$ cat src/rtl/dma_burst_pkg.sv
package dma_burst_pkg;

  typedef enum logic [2:0] {
    PH_IDLE = 3'd0,
    PH_RD1  = 3'd1,
    PH_RD2  = 3'd2,
    PH_WR1  = 3'd3,
    PH_WR2  = 3'd4
  } phase_e;

  // address increment per unit
  function automatic logic [2:0] unit_step(input logic word);
    return word ? 3'd2 : 3'd1;
  endfunction

  // write strobes {hi, lo} from size and destination lsb
  function automatic logic [1:0] write_lanes(input logic word, input logic addr_lsb);
    if (word) return 2'b11;
    return addr_lsb ? 2'b01 : 2'b10;
  endfunction

endpackage

$ cat src/rtl/dma_seq_fsm.sv
module dma_seq_fsm
  import dma_burst_pkg::*;
(
  input  logic   clk,
  input  logic   rst_n,
  input  logic   cfg_load,
  input  logic   cfg_count_nz,
  input  logic   dreq,
  input  logic   nmi,
  input  logic   cnt_last,
  output phase_e phase,
  output logic   en,
  output logic   start_evt,
  output logic   unit_done,
  output logic   abort_evt
);

  phase_e ph_q, ph_d;
  logic   en_q;
  logic   idle;

  assign idle      = (ph_q == PH_IDLE);
  assign start_evt = idle && en_q && dreq && !nmi;
  assign unit_done = (ph_q == PH_WR2);
  assign abort_evt = nmi && en_q;

  always_comb begin
    ph_d = ph_q;
    case (ph_q)
      PH_IDLE: if (start_evt) ph_d = PH_RD1;
      PH_RD1:  ph_d = PH_RD2;
      PH_RD2:  ph_d = PH_WR1;
      PH_WR1:  ph_d = PH_WR2;
      PH_WR2:  ph_d = (cnt_last || !en_q || nmi) ? PH_IDLE : PH_RD1;
      default: ph_d = PH_IDLE;
    endcase
  end

  always_ff @(posedge clk or negedge rst_n) begin
    if (!rst_n) begin
      ph_q <= PH_IDLE;
      en_q <= 1'b0;
    end else begin
      ph_q <= ph_d;
      if (nmi)
        en_q <= 1'b0;
      else if (cfg_load && idle)
        en_q <= cfg_count_nz;
      else if (unit_done && cnt_last)
        en_q <= 1'b0;
    end
  end

  assign phase = ph_q;
  assign en    = en_q;

endmodule

$ cat src/rtl/dma_addr_ctr.sv
module dma_addr_ctr
  import dma_burst_pkg::*;
#(
  parameter int ADDR_W = 24,
  parameter int CNT_W  = 16
) (
  input  logic              clk,
  input  logic              rst_n,
  input  logic              load,
  input  logic [ADDR_W-1:0] ld_src,
  input  logic [ADDR_W-1:0] ld_dst,
  input  logic [CNT_W-1:0]  ld_cnt,
  input  logic              ld_word,
  input  logic              ld_tend,
  input  logic              step,
  output logic [ADDR_W-1:0] src,
  output logic [ADDR_W-1:0] dst,
  output logic [CNT_W-1:0]  cnt,
  output logic              word,
  output logic              tend_en,
  output logic              last
);

  localparam logic [CNT_W-1:0] ONE = CNT_W'(1);

  logic [ADDR_W-1:0] inc;

  assign inc = ADDR_W'(unit_step(word));

  always_ff @(posedge clk or negedge rst_n) begin
    if (!rst_n) begin
      src     <= '0;
      dst     <= '0;
      cnt     <= '0;
      word    <= 1'b0;
      tend_en <= 1'b0;
    end else if (load) begin
      src     <= ld_src;
      dst     <= ld_dst;
      cnt     <= ld_cnt;
      word    <= ld_word;
      tend_en <= ld_tend;
    end else if (step) begin
      src <= src + inc;
      dst <= dst + inc;
      cnt <= cnt - ONE;
    end
  end

  assign last = (cnt == ONE);

endmodule

$ cat src/rtl/dma_bus_drv.sv
module dma_bus_drv
  import dma_burst_pkg::*;
#(
  parameter int ADDR_W = 24,
  parameter int DATA_W = 16
) (
  input  logic              clk,
  input  logic              rst_n,
  input  phase_e            phase,
  input  logic [ADDR_W-1:0] src,
  input  logic [ADDR_W-1:0] dst,
  input  logic              word,
  input  logic [DATA_W-1:0] bus_rdata,
  output logic [ADDR_W-1:0] bus_addr,
  output logic              bus_rd,
  output logic              bus_wr_hi,
  output logic              bus_wr_lo,
  output logic [DATA_W-1:0] bus_wdata
);

  localparam int HALF = DATA_W / 2;

  logic              rd_ph, wr_ph;
  logic [1:0]        lanes;
  logic [HALF-1:0]   byte_v;
  logic [DATA_W-1:0] data_q;

  assign rd_ph  = (phase == PH_RD1) || (phase == PH_RD2);
  assign wr_ph  = (phase == PH_WR1) || (phase == PH_WR2);
  assign byte_v = src[0] ? bus_rdata[HALF-1:0] : bus_rdata[DATA_W-1:HALF];

  always_ff @(posedge clk or negedge rst_n) begin
    if (!rst_n)
      data_q <= '0;
    else if (phase == PH_RD2)
      data_q <= word ? bus_rdata : {{HALF{1'b0}}, byte_v};
  end

  assign lanes     = write_lanes(word, dst[0]);
  assign bus_rd    = rd_ph;
  assign bus_wr_hi = wr_ph && lanes[1];
  assign bus_wr_lo = wr_ph && lanes[0];
  assign bus_addr  = rd_ph ? src : (wr_ph ? dst : '0);
  assign bus_wdata = !wr_ph ? '0 :
                     (word ? data_q : {data_q[HALF-1:0], data_q[HALF-1:0]});

endmodule

$ cat src/rtl/dma_burst_seq.sv
module dma_burst_seq
  import dma_burst_pkg::*;
#(
  parameter int ADDR_W = 24,
  parameter int CNT_W  = 16,
  parameter int DATA_W = 16
) (
  input  logic              clk,
  input  logic              rst_n,
  input  logic              cfg_load,
  input  logic [ADDR_W-1:0] cfg_src,
  input  logic [ADDR_W-1:0] cfg_dst,
  input  logic [CNT_W-1:0]  cfg_count,
  input  logic              cfg_word,
  input  logic              cfg_tend_en,
  input  logic              dreq,
  input  logic              nmi,
  input  logic              other_req,
  output logic              other_grant,
  output logic              chan_en,
  output logic              bus_own,
  output logic [ADDR_W-1:0] bus_addr,
  output logic              bus_rd,
  output logic              bus_wr_hi,
  output logic              bus_wr_lo,
  output logic [DATA_W-1:0] bus_wdata,
  input  logic [DATA_W-1:0] bus_rdata,
  output logic              tend_out
);

  phase_e            phase;
  logic              start_evt, unit_done, abort_evt;
  logic              load_ok, cnt_last, word_q, tend_en_q;
  logic [ADDR_W-1:0] src_q, dst_q;
  logic [CNT_W-1:0]  cnt_q;

  assign load_ok = cfg_load && (phase == PH_IDLE);

  dma_seq_fsm u_fsm (
    .clk          (clk),
    .rst_n        (rst_n),
    .cfg_load     (cfg_load),
    .cfg_count_nz (cfg_count != '0),
    .dreq         (dreq),
    .nmi          (nmi),
    .cnt_last     (cnt_last),
    .phase        (phase),
    .en           (chan_en),
    .start_evt    (start_evt),
    .unit_done    (unit_done),
    .abort_evt    (abort_evt)
  );

  dma_addr_ctr #(.ADDR_W(ADDR_W), .CNT_W(CNT_W)) u_ctr (
    .clk     (clk),
    .rst_n   (rst_n),
    .load    (load_ok),
    .ld_src  (cfg_src),
    .ld_dst  (cfg_dst),
    .ld_cnt  (cfg_count),
    .ld_word (cfg_word),
    .ld_tend (cfg_tend_en),
    .step    (unit_done),
    .src     (src_q),
    .dst     (dst_q),
    .cnt     (cnt_q),
    .word    (word_q),
    .tend_en (tend_en_q),
    .last    (cnt_last)
  );

  dma_bus_drv #(.ADDR_W(ADDR_W), .DATA_W(DATA_W)) u_drv (
    .clk       (clk),
    .rst_n     (rst_n),
    .phase     (phase),
    .src       (src_q),
    .dst       (dst_q),
    .word      (word_q),
    .bus_rdata (bus_rdata),
    .bus_addr  (bus_addr),
    .bus_rd    (bus_rd),
    .bus_wr_hi (bus_wr_hi),
    .bus_wr_lo (bus_wr_lo),
    .bus_wdata (bus_wdata)
  );

  assign bus_own     = (phase != PH_IDLE);
  assign other_grant = other_req && !bus_own;
  assign tend_out    = tend_en_q && bus_own && cnt_last;

endmodule

$ cat config.mk
export PLATFORM = sky130hd
export DESIGN_NAME = dma_burst_seq
export DESIGN_NICKNAME = d
export VERILOG_FILES = /design/src/rtl/dma_burst_pkg.sv /design/src/rtl/dma_seq_fsm.sv /design/src/rtl/dma_addr_ctr.sv /design/src/rtl/dma_bus_drv.sv /design/src/rtl/dma_burst_seq.sv
export SDC_FILE = /design/constraint.sdc
export NUM_CORES = 1
export LEC_CHECK = 0
export ABC_AREA = 1
export BUFFER_PORTS_ARGS = -buffer_cell sky130_fd_sc_hd__buf_4
export CAP_MARGIN = 20
export CORE_UTILIZATION = 60
export CTS_CLUSTER_DIAMETER = 30
export DETAILED_ROUTE_END_ITERATION = 16
export GPL_ROUTABILITY_DRIVEN = 0
export GPL_TIMING_DRIVEN = 0
export PLACE_DENSITY = 0.87
export SYNTH_ARGS = -nofsm -noshare
export SYNTH_HDL_FRONTEND = slang
export SYNTH_HIERARCHICAL = 1
export SYNTH_SLANG_ARGS = --single-unit
$ cat constraint.sdc
create_clock -name clk -period 6.1 [get_ports clk]
set_input_delay 0.305 -clock clk [delete_from_list [all_inputs] [get_ports clk]]
set_output_delay 0.305 -clock clk [all_outputs]
set_load 0.05 [all_outputs]
After elaboration in Yosys (flattened, before gate mapping)
Index checks and enable logic that the tools add are counted.
Widths: inputs -> output; s select.
Cells by class
  muxes and demuxes: 23
  eq/ne operators: 6
  add/subtract/negate cells: 3
  reductions and logical operators: 22
Operators by type and width (number)
  $mux 24: 6
  $mux 16: 5
  $add 24x3->24: 2
  $eq 16x1->1 const B: 1
  $reduce_bool 16->1: 1
  $sub 16x1->16 const B: 1
  $pmux 3 s5: 1
  $logic_and 1x1->1: 10
  $mux 2: 4
  $mux 8: 1
  $eq 3x2->1 const B: 2
  $reduce_bool 3->1: 2
  $mux 1: 5
  $logic_or 1x1->1: 4
  $eq 3x1->1 const B: 1
  $eq 3x3->1 const B: 1
  $logic_not 1->1: 3
  $logic_not 3->1: 1
  $mux 3: 1
  $ne 2x2->1 const B: 1
  $reduce_bool 2->1: 1
Word-level totals
  logic and storage cells: 62
  register bits: 86

Longest topological paths before layout
  depth after elaboration: 6
  depth in mapped cells: 14

Hierarchy
Netlist, hierarchy kept.
Modules (own cells, without submodules)
  dma_addr_ctr: area each 4508.1 sq um, times used 1, cells an instance 618
  dma_bus_drv: area each 1440.1 sq um, times used 1, cells an instance 244
  dma_seq_fsm: area each 234.0 sq um, times used 1, cells an instance 33
  dma_burst_seq: area each 96.3 sq um, times used 1, cells an instance 24

Least setup slack after synthesis
Ideal clock, no wire load.
  kind: reg2out
  from: register u_ctr.cnt[8]
  to: output tend_out
  cell stages (with the launch flop): 6
  arrival: 1.879 ns
  path slack: 3.916 ns
  buffers on the path: 0
  path through: dfrtp_1 nor2_4 nand2_2 nor4_1 nand2_1 a21oi_1
Between the ends
  word-level cells in the longest chain between the ends: 2
RTL lines
  start, declared: line dma_addr_ctr.sv:18  | output logic [CNT_W-1:0] cnt,
  start signal, assigned: line dma_addr_ctr.sv:40  | cnt <= ld_cnt;
  start signal, assigned: line dma_addr_ctr.sv:46  | cnt <= cnt - ONE;
  $eq 16x1->1: line dma_addr_ctr.sv:50  | assign last = (cnt == ONE);
  named net cnt_last: line dma_burst_seq.sv:33  | logic load_ok, cnt_last, word_q, tend_en_q;
  $logic_and 1x1->1: line dma_burst_seq.sv:89  | assign tend_out = tend_en_q && bus_own && cnt_last;
  end, declared: line dma_burst_seq.sv:28  | output logic tend_out
The timed path passes the listed nets, and every way through them passes these cells.

Worst setup path in the final report
Same ends and word-level chain as after synthesis.

==> key figures <==
Worst setup path
  • Worst setup EP type: output pin
  • Reg2Reg Depth: 12
  • Crit path cell chain: nor2_4, nand2_2, nor4_1, nand2_1, a21oi_1, buf_4
  • R2R setup slack: 3.81 ns
  • Req. time, crit path: 5.79 ns
  • Worst setup path class: flop to output pin
  • FF-to-FF End: u_ctr/src[18]
  • CP startpoint kind: flop
  • Crit-path max cell delay: 0.56 ns
  • Reg-to-Reg Start: u_ctr/word
  • Critical path fanouts, max: 6
  • CP arrival: 2.18 ns
  • CP max stage cell: nor4_1

Min path
  • Hold endpoint: u_ctr/tend_en
  • Hold depth: 3
  • Worst min-delay path startpoint: cfg_tend_en
  • Worst Hold Class: input port to flop

Final layout
  • Diodes inserted: 0
  • Layout area overhead: 22.4%
  • Post-route cell area: 0.00767 mm^2
  • Final net count: 1159
  • Commonest non-fill, non-tap cell in the layout: nand2_1
  • Most frequent cells in the layout: nand2_1, buf_4, nand3_1
  • Final core occ: 77.0%
  • Fraction of layout cells with a size suffix above 1: 22.6%

Global routing
  • First-pass GRT wire length: 30500 um
  • Number of global-route vias before repair: 6237
  • GRT Util Overall: 35.6%
  • Total congestion overflow: 0
  • Antenna violations before repair: 0
  • Largest net degree at the start of global routing: 87

Routing
  • Router iterations before antenna repair: 6
  • Wire per inst: 15.8 um
  • Total routed wirelength: 19000 um
  • Via density: 5.75
  • DRT antenna net count: 0
  • Vias: 6905
  • Top routing layer used: met4
  • Met3 routed WL: 1770 um
  • WL met1: 7660 um
  • Metal2 WL: 8800 um
  • DRT iter0 DRCs: 673
  • # DRC: 0

Timing
  • # setup viols final: 0
  • Worst Max-Slew Pin Slew: 0.674 ns
  • Maximum clock rate: 402 MHz
  • Fin crit share: 40.8%
  • Skew final: 0.0121 ns
  • Final slew viol count: 0
  • Fin. Hold Viols: 0
  • RSZ-0062 raised after global routing: no
  • Period minus WS final: 2.49 ns
  • Setup TNS: 0 ns
  • Hold WS: 0.133 ns
  • Relative slew slack: 55.1%

Power
  • Switching part of the total: 57.2%
  • Maximum VDD drop: 0.000371 V
  • Final Power: 4.56 mW
  • Clock power share: 8.9%
  • Combinational power share: 64.2%
  • Net switching power: 2.61 mW
  • Seq pwr share: 26.9%
  • P_int: 1.95 mW
  • PwrDens: 595 mW/mm^2
  • P_leak: 3.79 nW

Clock network
  • Number of buffers created by CTS: 9
  • # Post-CTS Setup Buffers: 0
  • Clock tree buffer depth: 2
  • Worst-path clk slew: 0.10 ns
  • CTS H-Tree Depth: 3
  • Clock Latency Late Sink: 0.37 ns
  • CTS tree: built
  • Clock sinks: 86
  • Clock root cell: clkbuf_8

Placement
  • Buffers on Ports: 134
  • HPWL after DPL: 14100 um
  • Placed cell area: 0.00744 mm^2

Floorplanning
  • I/O pin total: 135
  • Row cnt: 36
  • Core area: 0.00995 mm^2
  • Die X: 104 um
  • Die Area: 0.0109 mm^2
  • Starting Density: 62.9%
  • DIE HEIGHT: 104 um

Logic synthesis
  • Synthesized area: 0.00627 mm^2
  • Syn Inst Count: 916
  • Yosys warns: 6
  • Mapped Nets: 1012
  • Post-Syn Area per Cell: 6.84 um^2

Run
  • Max_cap viols: 0

Status
  • Status: completed
metrics by stage:
| stage | setup WS [ns] | cells |
|---|---|---|
| final | 3.61 | 1201 |
| after CTS | 3.63 | 1199 |
| after global placement | 3.96 | 1183 |
| after global routing | 3.38 | 1201 |
| after floorplan | 3.92 | 916 |
| after detailed placement | 3.90 | 1183 |
critical path: cells and delay by family, from the launching register on:
kind / cells / cell delay (ns)
AO/OA/AOI/OAI: 1 / 0.16
buffers and inverters: 1 / 0.22
flip-flops: 1 / 0.44
AND/OR/NAND/NOR: 4 / 0.98
registers in the layout, summed over array words and instances, names as in the netlist:
register	cells
u_fsm/en	1
u_ctr/src	24
u_ctr/tend_en	1
u_drv/data_q	16
u_ctr/cnt	16
u_fsm/phase	3
u_ctr/word	1
u_ctr/dst	24
metal layers:
layer  vias to the layer above  track usage [%]
met5                         -                0
met4                         0             16.4
met3                        67             5.26
met2                       385             56.7
met1                      3163             48.0
li1                       3290                -
repair_timing:
item                      in CTS  in global routing
hold buffers                   0                  1
hold endpoints to repair       0                 28
gates resized for setup        0                  0
power by group through the flow:
stage | sequential (mW) | combinational (mW) | clock [mW]
after detailed placement | 1.22 | 2.88 | 0
after floorplan | 1.12 | 2.13 | 0
after CTS | 1.21 | 2.89 | 0.408
final | 1.23 | 2.93 | 0.404
after global routing | 1.27 | 3.16 | 0.432
after global placement | 1.21 | 2.82 | 0
worst max-delay path by stage:
| stage | slack [ns] | endpoint | startpoint | depth (start not counted) |
|---|---|---|---|---|
| global placement | 3.96 | u_ctr/src[18] | u_ctr/word | 12 |
| floorplan | 3.92 | tend_out | u_ctr/cnt[8] | 5 |
| CTS | 3.63 | tend_out | u_ctr/cnt[8] | 6 |
| finish | 3.61 | tend_out | u_ctr/cnt[8] | 6 |
| detailed placement | 3.90 | u_ctr/src[22] | u_ctr/word | 12 |
| global route | 3.38 | tend_out | u_ctr/cnt[4] | 6 |
layout make-up:
type	count	area [um^2]
timing repair buffer	136	1040
fill	817	2290
sequential	86	2150
multi-input combinational	707	3580
clock inverter	5	41.3
buffer	37	209
inverter	86	323
tap	133	166
clock buffer	11	151
No activity file was read; power rests on OpenSTA's default activity.
